<file path="config.mk">
export PLATFORM = sky130hd
export DESIGN_NAME = cyc_timing_gen
export DESIGN_NICKNAME = d
export VERILOG_FILES = /design/src/rtl/cyc_timing_pkg.sv /design/src/rtl/cyc_seq.sv /design/src/rtl/pulse_decode.sv /design/src/rtl/cyc_flags.sv /design/src/rtl/cyc_timing_gen.sv
export SDC_FILE = /design/constraint.sdc
export NUM_CORES = 1
export LEC_CHECK = 0
export BUFFER_PORTS_ARGS = -buffer_cell sky130_fd_sc_hd__buf_2
export CAP_MARGIN = 20
export CORE_MARGIN = 2
export CORE_UTILIZATION = 46
export CTS_CLUSTER_SIZE = 24
export DETAILED_ROUTE_END_ITERATION = 6
export GPL_TIMING_DRIVEN = 0
export HOLD_SLACK_MARGIN = 0.15
export PLACE_DENSITY_LB_ADDON = 0.05
export SLEW_MARGIN = 10
export SYNTH_ARGS = -nofsm -noshare
export SYNTH_HDL_FRONTEND = slang
export SYNTH_SLANG_ARGS = --single-unit
</file>
<file path="constraint.sdc">
create_clock -name clk -period 2 [get_ports clk]
set_input_delay 0.1 -clock clk [delete_from_list [all_inputs] [get_ports clk]]
set_output_delay 0.1 -clock clk [all_outputs]
set_load 0.05 [all_outputs]
</file>
<file path="src/rtl/cyc_timing_pkg.sv">
package cyc_timing_pkg;
  localparam int TICKS_PER_UNIT = 4;
  localparam int HALF_TICKS     = TICKS_PER_UNIT / 2;
  localparam int PULSE_TICKS    = 2 * TICKS_PER_UNIT;
  localparam int MAX_LEN        = 14 * HALF_TICKS;
  localparam int CNT_W          = $clog2(MAX_LEN + 1);
  localparam int PAUSE_W        = $clog2(HALF_TICKS + 1);

  // Cycle length in ticks, built from the number of half units.
  function automatic int unsigned len_ticks(input logic [1:0] sel);
    case (sel)
      2'd0:    return 9  * HALF_TICKS;
      2'd1:    return 10 * HALF_TICKS;
      2'd2:    return 12 * HALF_TICKS;
      default: return 14 * HALF_TICKS;
    endcase
  endfunction
endpackage

</file>
<file path="src/rtl/cyc_seq.sv">
module cyc_seq
  import cyc_timing_pkg::*;
(
  input  logic             clk,
  input  logic             rst,
  input  logic [1:0]       sel_i,
  input  logic             stretch_i,
  input  logic             restart_i,
  output logic [CNT_W-1:0] tcnt_o,
  output logic             pause_o,
  output logic             eoc_o,
  output logic             rs_take_o,
  output logic             rs_late_o
);
  logic [CNT_W-1:0]   tcnt_q, len_q;
  logic [PAUSE_W-1:0] pcnt_q;
  logic               pausing, in_win, natural_end;

  assign pausing     = (pcnt_q != '0);
  assign in_win      = !pausing && (tcnt_q < CNT_W'(TICKS_PER_UNIT));
  assign rs_take_o   = restart_i && in_win;
  assign rs_late_o   = restart_i && !in_win;
  assign natural_end = !pausing && (tcnt_q != '0) && (tcnt_q == len_q - CNT_W'(1));
  assign eoc_o       = natural_end || rs_take_o;
  assign tcnt_o      = tcnt_q;
  assign pause_o     = pausing;

  always_ff @(posedge clk) begin
    if (rst) begin
      tcnt_q <= '0;
      pcnt_q <= '0;
      len_q  <= CNT_W'(len_ticks(2'd0));
    end else if (eoc_o) begin
      tcnt_q <= '0;
      pcnt_q <= stretch_i ? PAUSE_W'(HALF_TICKS) : '0;
    end else if (pausing) begin
      pcnt_q <= pcnt_q - PAUSE_W'(1);
    end else begin
      if (tcnt_q == '0) len_q <= CNT_W'(len_ticks(sel_i));
      tcnt_q <= tcnt_q + CNT_W'(1);
    end
  end
endmodule

</file>
<file path="src/rtl/pulse_decode.sv">
module pulse_decode
  import cyc_timing_pkg::*;
#(
  parameter int NUM_PULSES = 4
) (
  input  logic [CNT_W-1:0]      tcnt_i,
  input  logic                  pause_i,
  output logic [NUM_PULSES-1:0] tp_o,
  output logic [NUM_PULSES-1:0] tpd_o,
  output logic                  commit_o
);
  int unsigned tv;
  assign tv       = 32'(tcnt_i);
  assign commit_o = !pause_i && (tv >= TICKS_PER_UNIT);

  for (genvar k = 0; k < NUM_PULSES; k++) begin : g_pulse
    localparam int unsigned LO  = k * PULSE_TICKS;
    localparam int unsigned DLO = LO + TICKS_PER_UNIT;
    assign tp_o[k]  = !pause_i && (tv >= LO)  && (tv < LO + PULSE_TICKS);
    assign tpd_o[k] = !pause_i && (tv >= DLO) && (tv < DLO + PULSE_TICKS);
  end
endmodule

</file>
<file path="src/rtl/cyc_flags.sv">
module cyc_flags (
  input  logic clk,
  input  logic rst,
  input  logic eoc_i,
  input  logic stretch_i,
  input  logic rs_take_i,
  input  logic rs_late_i,
  output logic phase_o,
  output logic corr_o,
  output logic late_o
);
  always_ff @(posedge clk) begin
    if (rst) begin
      phase_o <= 1'b0;
      corr_o  <= 1'b0;
      late_o  <= 1'b0;
    end else begin
      if (eoc_i && stretch_i) phase_o <= !phase_o;
      if (rs_take_i)          corr_o  <= 1'b1;
      else if (eoc_i)         corr_o  <= 1'b0;
      if (rs_late_i)          late_o  <= 1'b1;
    end
  end
endmodule

</file>
<file path="src/rtl/cyc_timing_gen.sv">
module cyc_timing_gen
  import cyc_timing_pkg::*;
#(
  parameter int NUM_PULSES = 4
) (
  input  logic                  clk,
  input  logic                  rst,
  input  logic [1:0]            len_sel_i,
  input  logic                  stretch_i,
  input  logic                  restart_i,
  output logic [NUM_PULSES-1:0] tp_o,
  output logic [NUM_PULSES-1:0] tpd_o,
  output logic                  pause_o,
  output logic                  commit_o,
  output logic                  eoc_o,
  output logic                  phase_o,
  output logic                  corr_o,
  output logic                  late_o
);
  logic [CNT_W-1:0] tcnt;
  logic             rs_take, rs_late;

  cyc_seq u_seq (
    .clk(clk), .rst(rst), .sel_i(len_sel_i), .stretch_i(stretch_i),
    .restart_i(restart_i), .tcnt_o(tcnt), .pause_o(pause_o), .eoc_o(eoc_o),
    .rs_take_o(rs_take), .rs_late_o(rs_late)
  );

  pulse_decode #(.NUM_PULSES(NUM_PULSES)) u_dec (
    .tcnt_i(tcnt), .pause_i(pause_o), .tp_o(tp_o), .tpd_o(tpd_o),
    .commit_o(commit_o)
  );

  cyc_flags u_flags (
    .clk(clk), .rst(rst), .eoc_i(eoc_o), .stretch_i(stretch_i),
    .rs_take_i(rs_take), .rs_late_i(rs_late), .phase_o(phase_o),
    .corr_o(corr_o), .late_o(late_o)
  );
endmodule

</file>
# After elaboration in Yosys (flattened, before gate mapping)
# Cells that the tools add are included.
[totals]
regBits = 15
in_bits = 6
[op_classes]
order_cmp = 17
add_sub_neg = 3
n_reduce_logical = 34
eq_ne = 3
n_mux = 6
bitwise = 2
[op_table]
columns = ["op", "n"]
rows = [
  ["$logic_and 1x1->1", 22],
  ["$ge 5x5->1 const B", 4],
  ["$lt 5x5->1 const B", 4],
  ["$lt 5x6->1 const B", 2],
  ["$pmux 4 s3", 1],
  ["$ge 5x4->1 const B", 2],
  ["$lt 5x4->1 const B", 2],
  ["$mux 2", 3],
  ["$reduce_bool 2->1", 3],
  ["$add 5x1->5 const B", 1],
  ["$eq 5x5->1", 1],
  ["$ge 5x1->1 const B", 1],
  ["$ge 5x3->1 const B", 1],
  ["$logic_not 5->1", 1],
  ["$lt 5x3->1 const B", 1],
  ["$reduce_bool 5->1", 1],
  ["$sub 5x1->5 const B", 1],
  ["$logic_not 1->1", 3],
  ["$reduce_and 3->1", 1],
  ["$eq 2x1->1 const B", 1],
  ["$eq 2x2->1 const B", 1],
  ["$logic_not 2->1", 1],
  ["$mux 1", 2],
  ["$not 1->1", 2],
  ["other kinds (3)", 3],
]

# Depth between registers and ports, before layout
# Gate-level depths: netlist of run 1.
[depth]
depth_word = 7
mapped_depth = 7

# Cells and area by module
# A second synthesis of run 1 with hierarchy kept.
[unflattened]
cells_unflattened = 93
hier_area_um2 = 820.8
[by_module_without_submodules]
columns = ["mod", "cells_per_inst", "seq_area_each_um2", "n_inst", "area_each_um2"]
rows = [
  ["cyc_seq", 68, 200.2, 1, 621.8],
  ["cyc_flags", 11, 60.1, 1, 108.9],
  ["pulse_decode", 14, 0.0, 1, 90.1],
]

# Worst setup path after synthesis of run 1
# Ideal clock, no wire load.
[synth_path]
path_kind = "reg2out"
startpoint = "reg u_seq.pcnt_q[0]"
endpoint = "out tpd_o[1]"
setup_slack_ns = -0.169
arrival_ns = 2.069
stages_incl_launch_ff = 6
required_ns = 1.900
cell_sequence = "dfxtp_1 inv_1 ha_1 clkbuf_1 inv_1 a21oi_1"
[synth_between]
elab_chain_cells = 4
[synth_lines]
columns = ["item", "line_no", "rtl"]
rows = [
  ["start, declared", "cyc_seq.sv:16", "logic [PAUSE_W-1:0] pcnt_q;"],
  ["start signal, assigned", "cyc_seq.sv:35", "pcnt_q <= stretch_i ? PAUSE_W'(HALF_TICKS) : '0;"],
  ["start signal, assigned", "cyc_seq.sv:37", "pcnt_q <= pcnt_q - PAUSE_W'(1);"],
  ["$reduce_bool 2->1", "cyc_seq.sv:19", "assign pausing = (pcnt_q != '0);"],
  ["named net pause_o", "cyc_timing_gen.sv:13", "output logic pause_o,"],
  ["$logic_not 1->1", "pulse_decode.sv:20", "assign tpd_o[k] = !pause_i && (tv >= DLO) && (tv < DLO + PULSE_TICKS);"],
  ["$logic_and 1x1->1 (2 in series)", "pulse_decode.sv:20", ""],
  ["end, declared", "cyc_timing_gen.sv:12", "output logic [NUM_PULSES-1:0] tpd_o,"],
]
# The timed path passes the listed nets, and every way through them passes these cells.

# Worst setup path in the final report of run 1
[layout_path]
startpoint = "reg u_seq.len_q[1]"
endpoint = "out eoc_o"
[layout_between]
elab_chain_cells = 4
[layout_lines]
columns = ["item", "line_no", "rtl"]
rows = [
  ["start, declared", "cyc_seq.sv:15", "logic [CNT_W-1:0] tcnt_q, len_q;"],
  ["start signal, assigned", "cyc_seq.sv:32", "len_q <= CNT_W'(len_ticks(2'd0));"],
  ["start signal, assigned", "cyc_seq.sv:39", "if (tcnt_q == '0) len_q <= CNT_W'(len_ticks(sel_i));"],
  ["$sub 5x1->5", "cyc_seq.sv:23", "assign natural_end = !pausing && (tcnt_q != '0) && (tcnt_q == len_q - CNT_W'(1));"],
  ["$eq 5x5->1", "cyc_seq.sv:23", ""],
  ["$logic_and 1x1->1", "cyc_seq.sv:23", ""],
  ["$logic_or 1x1->1", "cyc_seq.sv:24", "assign eoc_o = natural_end || rs_take_o;"],
  ["end, declared", "cyc_timing_gen.sv:15", "output logic eoc_o,"],
]
# Every way passes these cells.

==> results.md, run 1 <==
Status:
- The run finished with clean final reports.

Die:
- The starting density of the core is just under 50%.
- The core box area is about 1700 µm².
- 20 I/O pins were placed.
- The vertical die dimension is 46.1 µm.
- The die footprint is around 2100 µm².
- The number of core rows is 15.
- The die width is 46.1 µm.

Critical path:
- Counting both buffers and inverters, the worst setup path holds a total of 2.
- The longest individual stage delay on the worst path is 0.37 ns.
- The slowest stage of the critical path belongs to the cell sky130_fd_sc_hd__a2111oi_4.
- In this run the worst setup path begins at u_seq.len_q[1].
- In this design, the largest share of critical-path delay is due to compound AO/OA/AOI/OAI gates.
- The kind of critical path is reg -> out.
- At the worst endpoint, the arrival time is ~1.8 ns.
- The category of the worst setup path launch point is a flip-flop.
- The signal on the critical path passes through inv_2, ha_4, xnor2_4, a2111oi_4, o21ai_2, nand2_1, buf_6.
- At the worst endpoint, the required time is about 1.9 ns.
- The reg-to-reg critical path startpoint is u_seq.len_q[1].
- The sort of element at the end of the critical path is a primary output.
- The maximum fanout along the worst path is 3.

Finish:
- The number of antenna diodes in the final layout is 0.
- The fill cell total of the finished layout is 161.
- The core occupancy in the finished layout is around 63%.
- The fraction of layout instances using a drive strength above 1 is 35.7%.
- The multi-input combinational cells in the finished layout cover a total of approximately 530 µm².
- The area added between synthesis and finish is 30.5%.
- The sequential cells in the finished layout cover a total of around 270 µm².
- The net total in the final layout is approximately 140.

CTS:
- The number of buffers created by CTS is 3.
- CTS saw 13 sinks.
- In this run the number of H-tree levels came out at 1.
- The clock passes through at most 2 buffers.
- At the later pin of the worst-skew pair, clock insertion delay measures around 0.28 ns.
- The master cell of the clock root buffer is sky130_fd_sc_hd__clkbuf_4.
- Clock-pin slew was measured on the worst setup and hold paths at ~0.080 ns.
- TritonCTS built the clock tree.

Logic synthesis:
- Ranked by instance count, the synthesized netlist is headed by sky130_fd_sc_hd__nor2_1, sky130_fd_sc_hd__dfxtp_1, sky130_fd_sc_hd__inv_1.
- In this run, synthesis produced a sequential element count of 13.
- The synthesized netlist occupies a cell area of about 800 µm².
- The leading register cell type out of synthesis is sky130_fd_sc_hd__dfxtp_1.
- The share of the Yosys chip area taken by registers is 31.9%.
- The number of nets handed over by synthesis was about 110.
- The number of enable-type register cells in the synthesized netlist is 0.
- After technology mapping, the gate count stands at 98.
- The share of the synthesized area in the top cell type is 31.9%.
- Yosys attributes the largest share of cell area to sky130_fd_sc_hd__dfxtp_1, sky130_fd_sc_hd__nor2_1, sky130_fd_sc_hd__ha_1.
- The count of unique library cells instantiated by Yosys is 31.
- The count of yosys warnings during synthesis is 0.
- The largest area contributor in the netlist is sky130_fd_sc_hd__dfxtp_1.
- Of all flip-flops after synthesis, the portion carrying an async set or reset was 0%.
- The most used standard cell by instance count after synthesis is sky130_fd_sc_hd__nor2_1.
- Averaged over all synthesized cells, the footprint is around 8.3 µm².

Placed design:
- The congestion estimate from routability-driven global placement came to 0.745.
- The count of input and output buffers is 18.
- Summed over all nets, the half-perimeter wirelength after detailed placement is between 1000 and 1500 µm.

GRT:
- The overflow left after global routing is 0.
- Across every metal layer, demand over resource in global routing totals a little under a fifth.
- The first global-routing pass estimated approximately 2800 µm of wire.
- The via count of the first global-routing pass came to ~690.
- The largest net degree at the start of global routing is 11.
- The number of antenna violations at the first check in global routing is 0.

Pwr:
- The largest voltage drop on the vdd net is 928 µV.
- The cell area power density is 1470 nW/µm².
- The completed layout was analyzed and its total power is between 0.0015 and 0.002 W.
- The reported leakage power is 0.487 nW.

Timing:
- The number of hold violations in the final report is 0.
- The period utilization is 95.3%.
- The measured slew at the worst slew-check pin is about 0.36 ns.
- After layout, the minimum clock period comes to between 1.5 and 2 ns.
- The final count of negative-setup-slack endpoints is 0.
- The worst pin sits at a relative slew slack of 76.1%.
- Derived from the worst setup path, the maximum achievable clock frequency is approximately 520 MHz.
- Across the routed clock network, the largest skew measured is 0.00336 ns.
- The number of max-slew violations in the final report is 0.

Drt:
- In this run the remaining antenna-violating nets after routing total 0.
- Dividing the detail-routed wire length by the instance count gives approximately 12 µm.
- In the routed layout, each cell is associated on average with a via count of just over 5.
- The number of DRC markers in iteration 0 is 11.
- The post-route DRC violation count is 0.
- The length of the first detailed-routing pass in iterations is 4.
- The total via count after detailed routing is ~740.
- The final wirelength is 1750 µm.

Worst hold path:
- In this run the most critical hold path is launched from rst.
- The tightest min-delay check is of the in -> reg type.

Job:
- The number of maximum-capacitance violations is 0.
## layout by cell type (no fill, tap or decap), drive strengths merged, types with 2 or more instances in the layout
master and instances:
nand4 2, nor2 19, nand2 6, nor3 3, buf 25, mux2i 3, and3 2, a21oi 5
nand3 2, dfxtp 13, dlygate4sd3 3, clkbuf 5, inv 9, xor2 4, o21ai 3, nand3b 2
xnor2 5, ha 4, or3 3
## final timing paths
kind	cells past startpoint	endpoint	slack, ns
max	7	eoc_o	0.09
min reg2reg	2	u_flags.late_o	0.48
max reg2reg	7	u_flags.phase_o	0.10
min	2	u_seq.len_q[3]	0.16
## report_power, final
part,total (W),internal (W),switching [W],leakage (nW)
Combinational,0.00101,0.000377,0.000630,0.365
Sequential,0.000392,0.000336,0.0000558,0.107
Clock,0.000166,0.0000774,0.0000887,0.0150
## kinds of logic (layout without fill, tap and decap cells)
kind of cell | count (synthesis) | after routing | share of synthesized area [%]
adders and majority gates | 4 | 4 | 6.13
buffers and inverters | 14 | 42 | 8.73
AOI/OAI and AO/OA | 12 | 12 | 11.8
DFF | 13 | 13 | 31.9
and+or+nand+nor | 43 | 43 | 27.3
muxes | 3 | 3 | 3.68
xor gates and xnor gates | 9 | 9 | 10.6
## flip-flops by register name, indices dropped and copies added (netlist names)
| name | flops |
|---|---|
| u_seq.tcnt_o | 5 |
| u_flags.phase_o | 1 |
| u_flags.corr_o | 1 |
| u_seq.len_q | 3 |
| u_seq.pcnt_q | 2 |
| u_flags.late_o | 1 |
## through the flow
stage	worst slack, ns	hold slack (ns)	area (µm²)	std cells	setup TNS (ns)
4_1_cts	0.0445	0.157	1010	140	0
5_1_grt	-0.00157	0.198	1070	143	-0.00157
3_5_place_dp	-0.0546	0.364	935	133	-0.0546
2_1_floorplan	0.0647	0.241	823	98	0
3_3_place_gp	-0.0442	0.352	935	133	-0.0442
6_report	0.0942	0.163	1070	143	0
## worst reg2reg max path, stage by stage (launching register included)
cell,delay (ns)
sky130_fd_sc_hd__dfxtp_4,0.36
sky130_fd_sc_hd__inv_2,0.04
sky130_fd_sc_hd__ha_4,0.25
sky130_fd_sc_hd__xnor2_4,0.13
sky130_fd_sc_hd__a2111oi_4,0.37
sky130_fd_sc_hd__nor2_2,0.08
sky130_fd_sc_hd__or4_4,0.49
sky130_fd_sc_hd__a21oi_2,0.12
## layer usage
metal	routed length (µm)	vias to the layer above	global-route usage, %
li1	-	383	-
met1	789	330	22.0
met2	872	19	33.6
met3	73	4	2.35
met4	18	0	8.57
met5	0	-	0
## timing repair
| action | in CTS | in global routing |
|---|---|---|
| buffers inserted | 0 | 3 |
| pin swaps | 1 | 3 |
| hold endpoints to repair | 3 | 0 |
| resized for setup | 7 | 8 |
| hold buffers | 3 | 0 |
| setup endpoints to repair | 14 | 2 |
## cell type report
type,count,share of cell area [%]
plain buffers,5,3.64
multi-input cells,71,49.9
well taps,17,2.00
repair buffers,24,14.0
inverters,9,3.17
flip-flops and latches,13,24.9
clock buffers,4,2.46
No activity file was read; power rests on OpenSTA's default activity.
==> run 2: changes to the inputs <==
Settings changed: ABC_AREA set to 1.
==> results.md, run 2 <==
Die:
- The die width is 45.8 µm.
- During I/O placement, the number of pins put on the boundary was 20.
- The floorplan step defined a die boundary enclosing 2090 µm².
- The number of core rows is 15.
- The vertical die dimension is roughly 46 µm.
- The core box area is approximately 1700 µm².
- The starting density of the core is a little under half.

Finish:
- In the layout the commonest cells are sky130_fd_sc_hd__nand2_1, sky130_fd_sc_hd__nor2_1, sky130_fd_sc_hd__buf_2, sky130_fd_sc_hd__inv_1, sky130_fd_sc_hd__dfxtp_1.
- The area of all sequential standard cells is between 200 and 300 µm².
- The net total in the final layout is around 160.
- The count of inserted antenna diode cells is 0.
- From synthesis to final layout, the design area changed by 32.6%.
- Leaving out fill and tap cells, the most frequent cell in the layout is sky130_fd_sc_hd__nand2_1.
- After filler insertion, the fill cell instance count of the layout stands at 160.
- The number of flip-flops under the largest register name is 5.
- The fraction of layout instances using a drive strength above 1 is between 30% and 40%.
- The total area of multi-input combinational cells is 495 µm².

Placed design:
- The pre-CTS worst setup slack is just over 0.3 ns.
- Buffers placed on the I/O ports in this run total 19.
- The placed wire-length estimate after detailed placement is roughly 1300 µm.
- The global placement routability congestion is around 0.8.

Critical path:
- The sort of element at the end of the critical path is a flip-flop.
- The kind of critical path is reg -> reg.
- The arrival time of data at the critical path endpoint is ~2 ns.
- Of all nets on the critical path, the largest fanout is 10.
- The category of the worst setup path launch point is a flip-flop.
- Data on the critical path is required at its endpoint by around 2.2 ns.

Pwr:
- The cell area power density is approximately 1400 nW/µm².
- In this run the static leakage power is 0.518 nW.
- The largest voltage drop on the vdd net is 933 µV.

Drt:
- In the detailed route, the total length drawn on met2 is ~830 µm.
- After detailed routing, the number of vias per cell comes to a little under 5.
- The residual antenna-violating net count after detailed routing is 0.
- The number of DRC markers in iteration 0 is 9.
- The highest routing layer actually used is met4.
- For this run, design rule violations remaining after detail routing come to 0.
- The total via count after detailed routing is roughly 800.
- The routed length on met3 is around 50 µm.
- The average wire per cell in the routed design is around 10 µm.
- The length of the first detailed-routing pass in iterations is 4.
- For this block, wires on met1 add up to between 800 and 900 µm.
- The final wirelength is 1690 µm.

Logic synthesis:
- The count of unique library cells instantiated by Yosys is 24.
- After technology mapping, the gate count stands at ~120.
- The most used standard cell by instance count after synthesis is sky130_fd_sc_hd__nand2_1.
- In this run, synthesis inferred 0 flip-flops with an integrated enable.
- By area the synthesized netlist is led by sky130_fd_sc_hd__dfxtp_1, sky130_fd_sc_hd__nand2_1, sky130_fd_sc_hd__nor2_1.
- The post-synthesis instance area is 802 µm².
- The synthesized netlist net count is approximately 130.
- The sequential-to-total area share from yosys stat is 32.4%.
- Among all flip-flop cells after synthesis, the most frequent one is sky130_fd_sc_hd__dfxtp_1.
- During synthesis, Yosys emitted a total of 0 warnings.
- The commonest cells after synthesis are sky130_fd_sc_hd__nand2_1, sky130_fd_sc_hd__nor2_1, sky130_fd_sc_hd__inv_1.
- The fraction of synthesis flops using an asynchronous set or reset pin is 0%.
- In this run, synthesis produced a sequential element count of 13.
- In this run the biggest area consumer among cell types represents 32.4% of the synthesized area.
- In this run the mean area of a mapped cell was 6.85 µm².
- sky130_fd_sc_hd__dfxtp_1 takes more of the synthesized area than any other cell.

Timing:
- The post-route minimum period is about 1.9 ns.
- The normalized max-slew margin is between 80% and 90%.
- The period utilization is approximately 93%.
- In the post-route analysis, the smallest setup slack over all paths is 0.148 ns.
- Setup repair after global routing left no endpoint under its margin.
- For this run, the top clock speed supported by timing is around 540 MHz.
- The number of max-slew violations in the final report came to 0.
- At the pin with the least slew margin, the transition time is approximately 0.25 ns.
- The final count of negative-setup-slack endpoints is 0.
- The number of hold violations in the final report is 0.
- For the final database, setup skew stands at around 0.0019 ns.
- The total negative slack is 0 ns.

CTS:
- CTS saw 13 sinks.
- The H-tree depth reported by CTS is 1.
- The maximum buffer depth of the clock tree is 2.
- In this run the clock root is driven by a sky130_fd_sc_hd__clkbuf_4.
- The clock-pin slew on the worst setup and hold paths is roughly 0.080 ns.
- In this run, CTS created clock tree buffers numbering 3.
- The source-to-sink clock delay at the later pin of the worst-skew pair is between 0.2 and 0.3 ns.
- TritonCTS built the clock tree.

GRT:
- The aggregate global-route resource usage is 19.5%.
- The via count of the first global-routing pass is a little over 700.
- The largest net degree at the start of global routing is 11.
- The overflow left after global routing is 0.
- The first global-routing pass estimated roughly 2900 µm of wire.
- The number of antenna violations at the first check in global routing was 0.

Job:
- The tool flagged a number of max-cap violations equal to 0.

Worst hold path:
- The path class of the tightest hold or removal check is reg -> reg.

Status:
- The run finished with clean final reports.
==> run 2: changes by cell type after synthesis, moves of 3 or more <==
cell                      previous run  this run
sky130_fd_sc_hd__nand2_2             0         3
sky130_fd_sc_hd__inv_1               9        15
sky130_fd_sc_hd__nand3_1             2         7
sky130_fd_sc_hd__nor3_1              2         5
sky130_fd_sc_hd__nand2_1             6        22
sky130_fd_sc_hd__mux2i_1             3         0
sky130_fd_sc_hd__xnor2_1             4         0
sky130_fd_sc_hd__inv_2               0         3
sky130_fd_sc_hd__a21oi_1             5         9
==> run 2: layout make-up <==
class	count	area share, %
Tap cell	17	2.00
Clock buffer	4	2.47
Inverter	19	6.82
Buffer	2	2.12
Multi-Input combinational cell	83	46.6
Sequential cell	13	24.6
Timing Repair Buffer	25	15.4
==> run 2: worst paths after layout <==
| path | depth (start not counted) | end | slack, ns | from |
|---|---|---|---|---|
| worst max-delay path | 7 | u_seq.len_q[1] | 0.15 | u_seq.pcnt_q[0] |
| worst min-delay path | 2 | u_flags.corr_o | 0.46 | u_flags.corr_o |
| worst max register to register | 7 | u_seq.len_q[1] | 0.15 | u_seq.pcnt_q[0] |
| worst min register to register | 2 | u_flags.corr_o | 0.46 | u_flags.corr_o |
==> run 2: metrics by stage <==
step	power (W)	utilization, %	instance area, µm²	hold WS [ns]	instances
3_3_place_gp	0.00127	56.9	961	0.303	153
4_1_cts	0.00147	62.1	1050	0.467	163
3_5_place_dp	0.00129	56.9	961	0.312	153
2_1_floorplan	0.00111	-	845	0.169	117
6_report	0.00148	63.0	1060	0.461	163
5_1_grt	0.00162	63.0	1060	0.492	163
==> run 2: power breakdown <==
group	leakage (nW)	total [W]	switching (W)	internal, W
Clock	0.0150	0.000159	0.0000818	0.0000772
Combinational	0.396	0.000940	0.000634	0.000306
Sequential	0.107	0.000382	0.0000431	0.000339
Total	0.518	0.00148	0.000759	0.000723
==> run 2: critical path: stages (launching register included) <==
cell,delay [ns]
sky130_fd_sc_hd__dfxtp_1,0.31
sky130_fd_sc_hd__inv_1,0.07
sky130_fd_sc_hd__ha_2,0.24
sky130_fd_sc_hd__buf_6,0.16
sky130_fd_sc_hd__nand4_2,0.16
sky130_fd_sc_hd__a21oi_1,0.17
sky130_fd_sc_hd__o31ai_1,0.08
sky130_fd_sc_hd__dlygate4sd3_1,0.55
==> run 2: per-layer routing <==
metal / track usage [%] / vias up
met4: 8.57 / 0
met1: 25.3 / 350
met5: 0 / -
li1: - / 430
met3: 2.38 / 2
met2: 32.1 / 13
==> run 2: repair_timing <==
item | in CTS | in global routing
gates resized for setup | 1 | 6
endpoints found under the setup margin | 1 | 5
hold endpoints to repair | 6 | 0
buffers inserted | 0 | 0
hold buffers | 6 | 0
==> run 2: logic make-up after synthesis <==
logic type / share of synthesized area [%]
XOR/XNOR: 3.28
flip-flops: 32.4
AO/OA/AOI/OAI: 8.42
adder cells (fa/ha/maj): 6.24
AND/OR/NAND/NOR: 38.4
buffers and inverters: 11.2
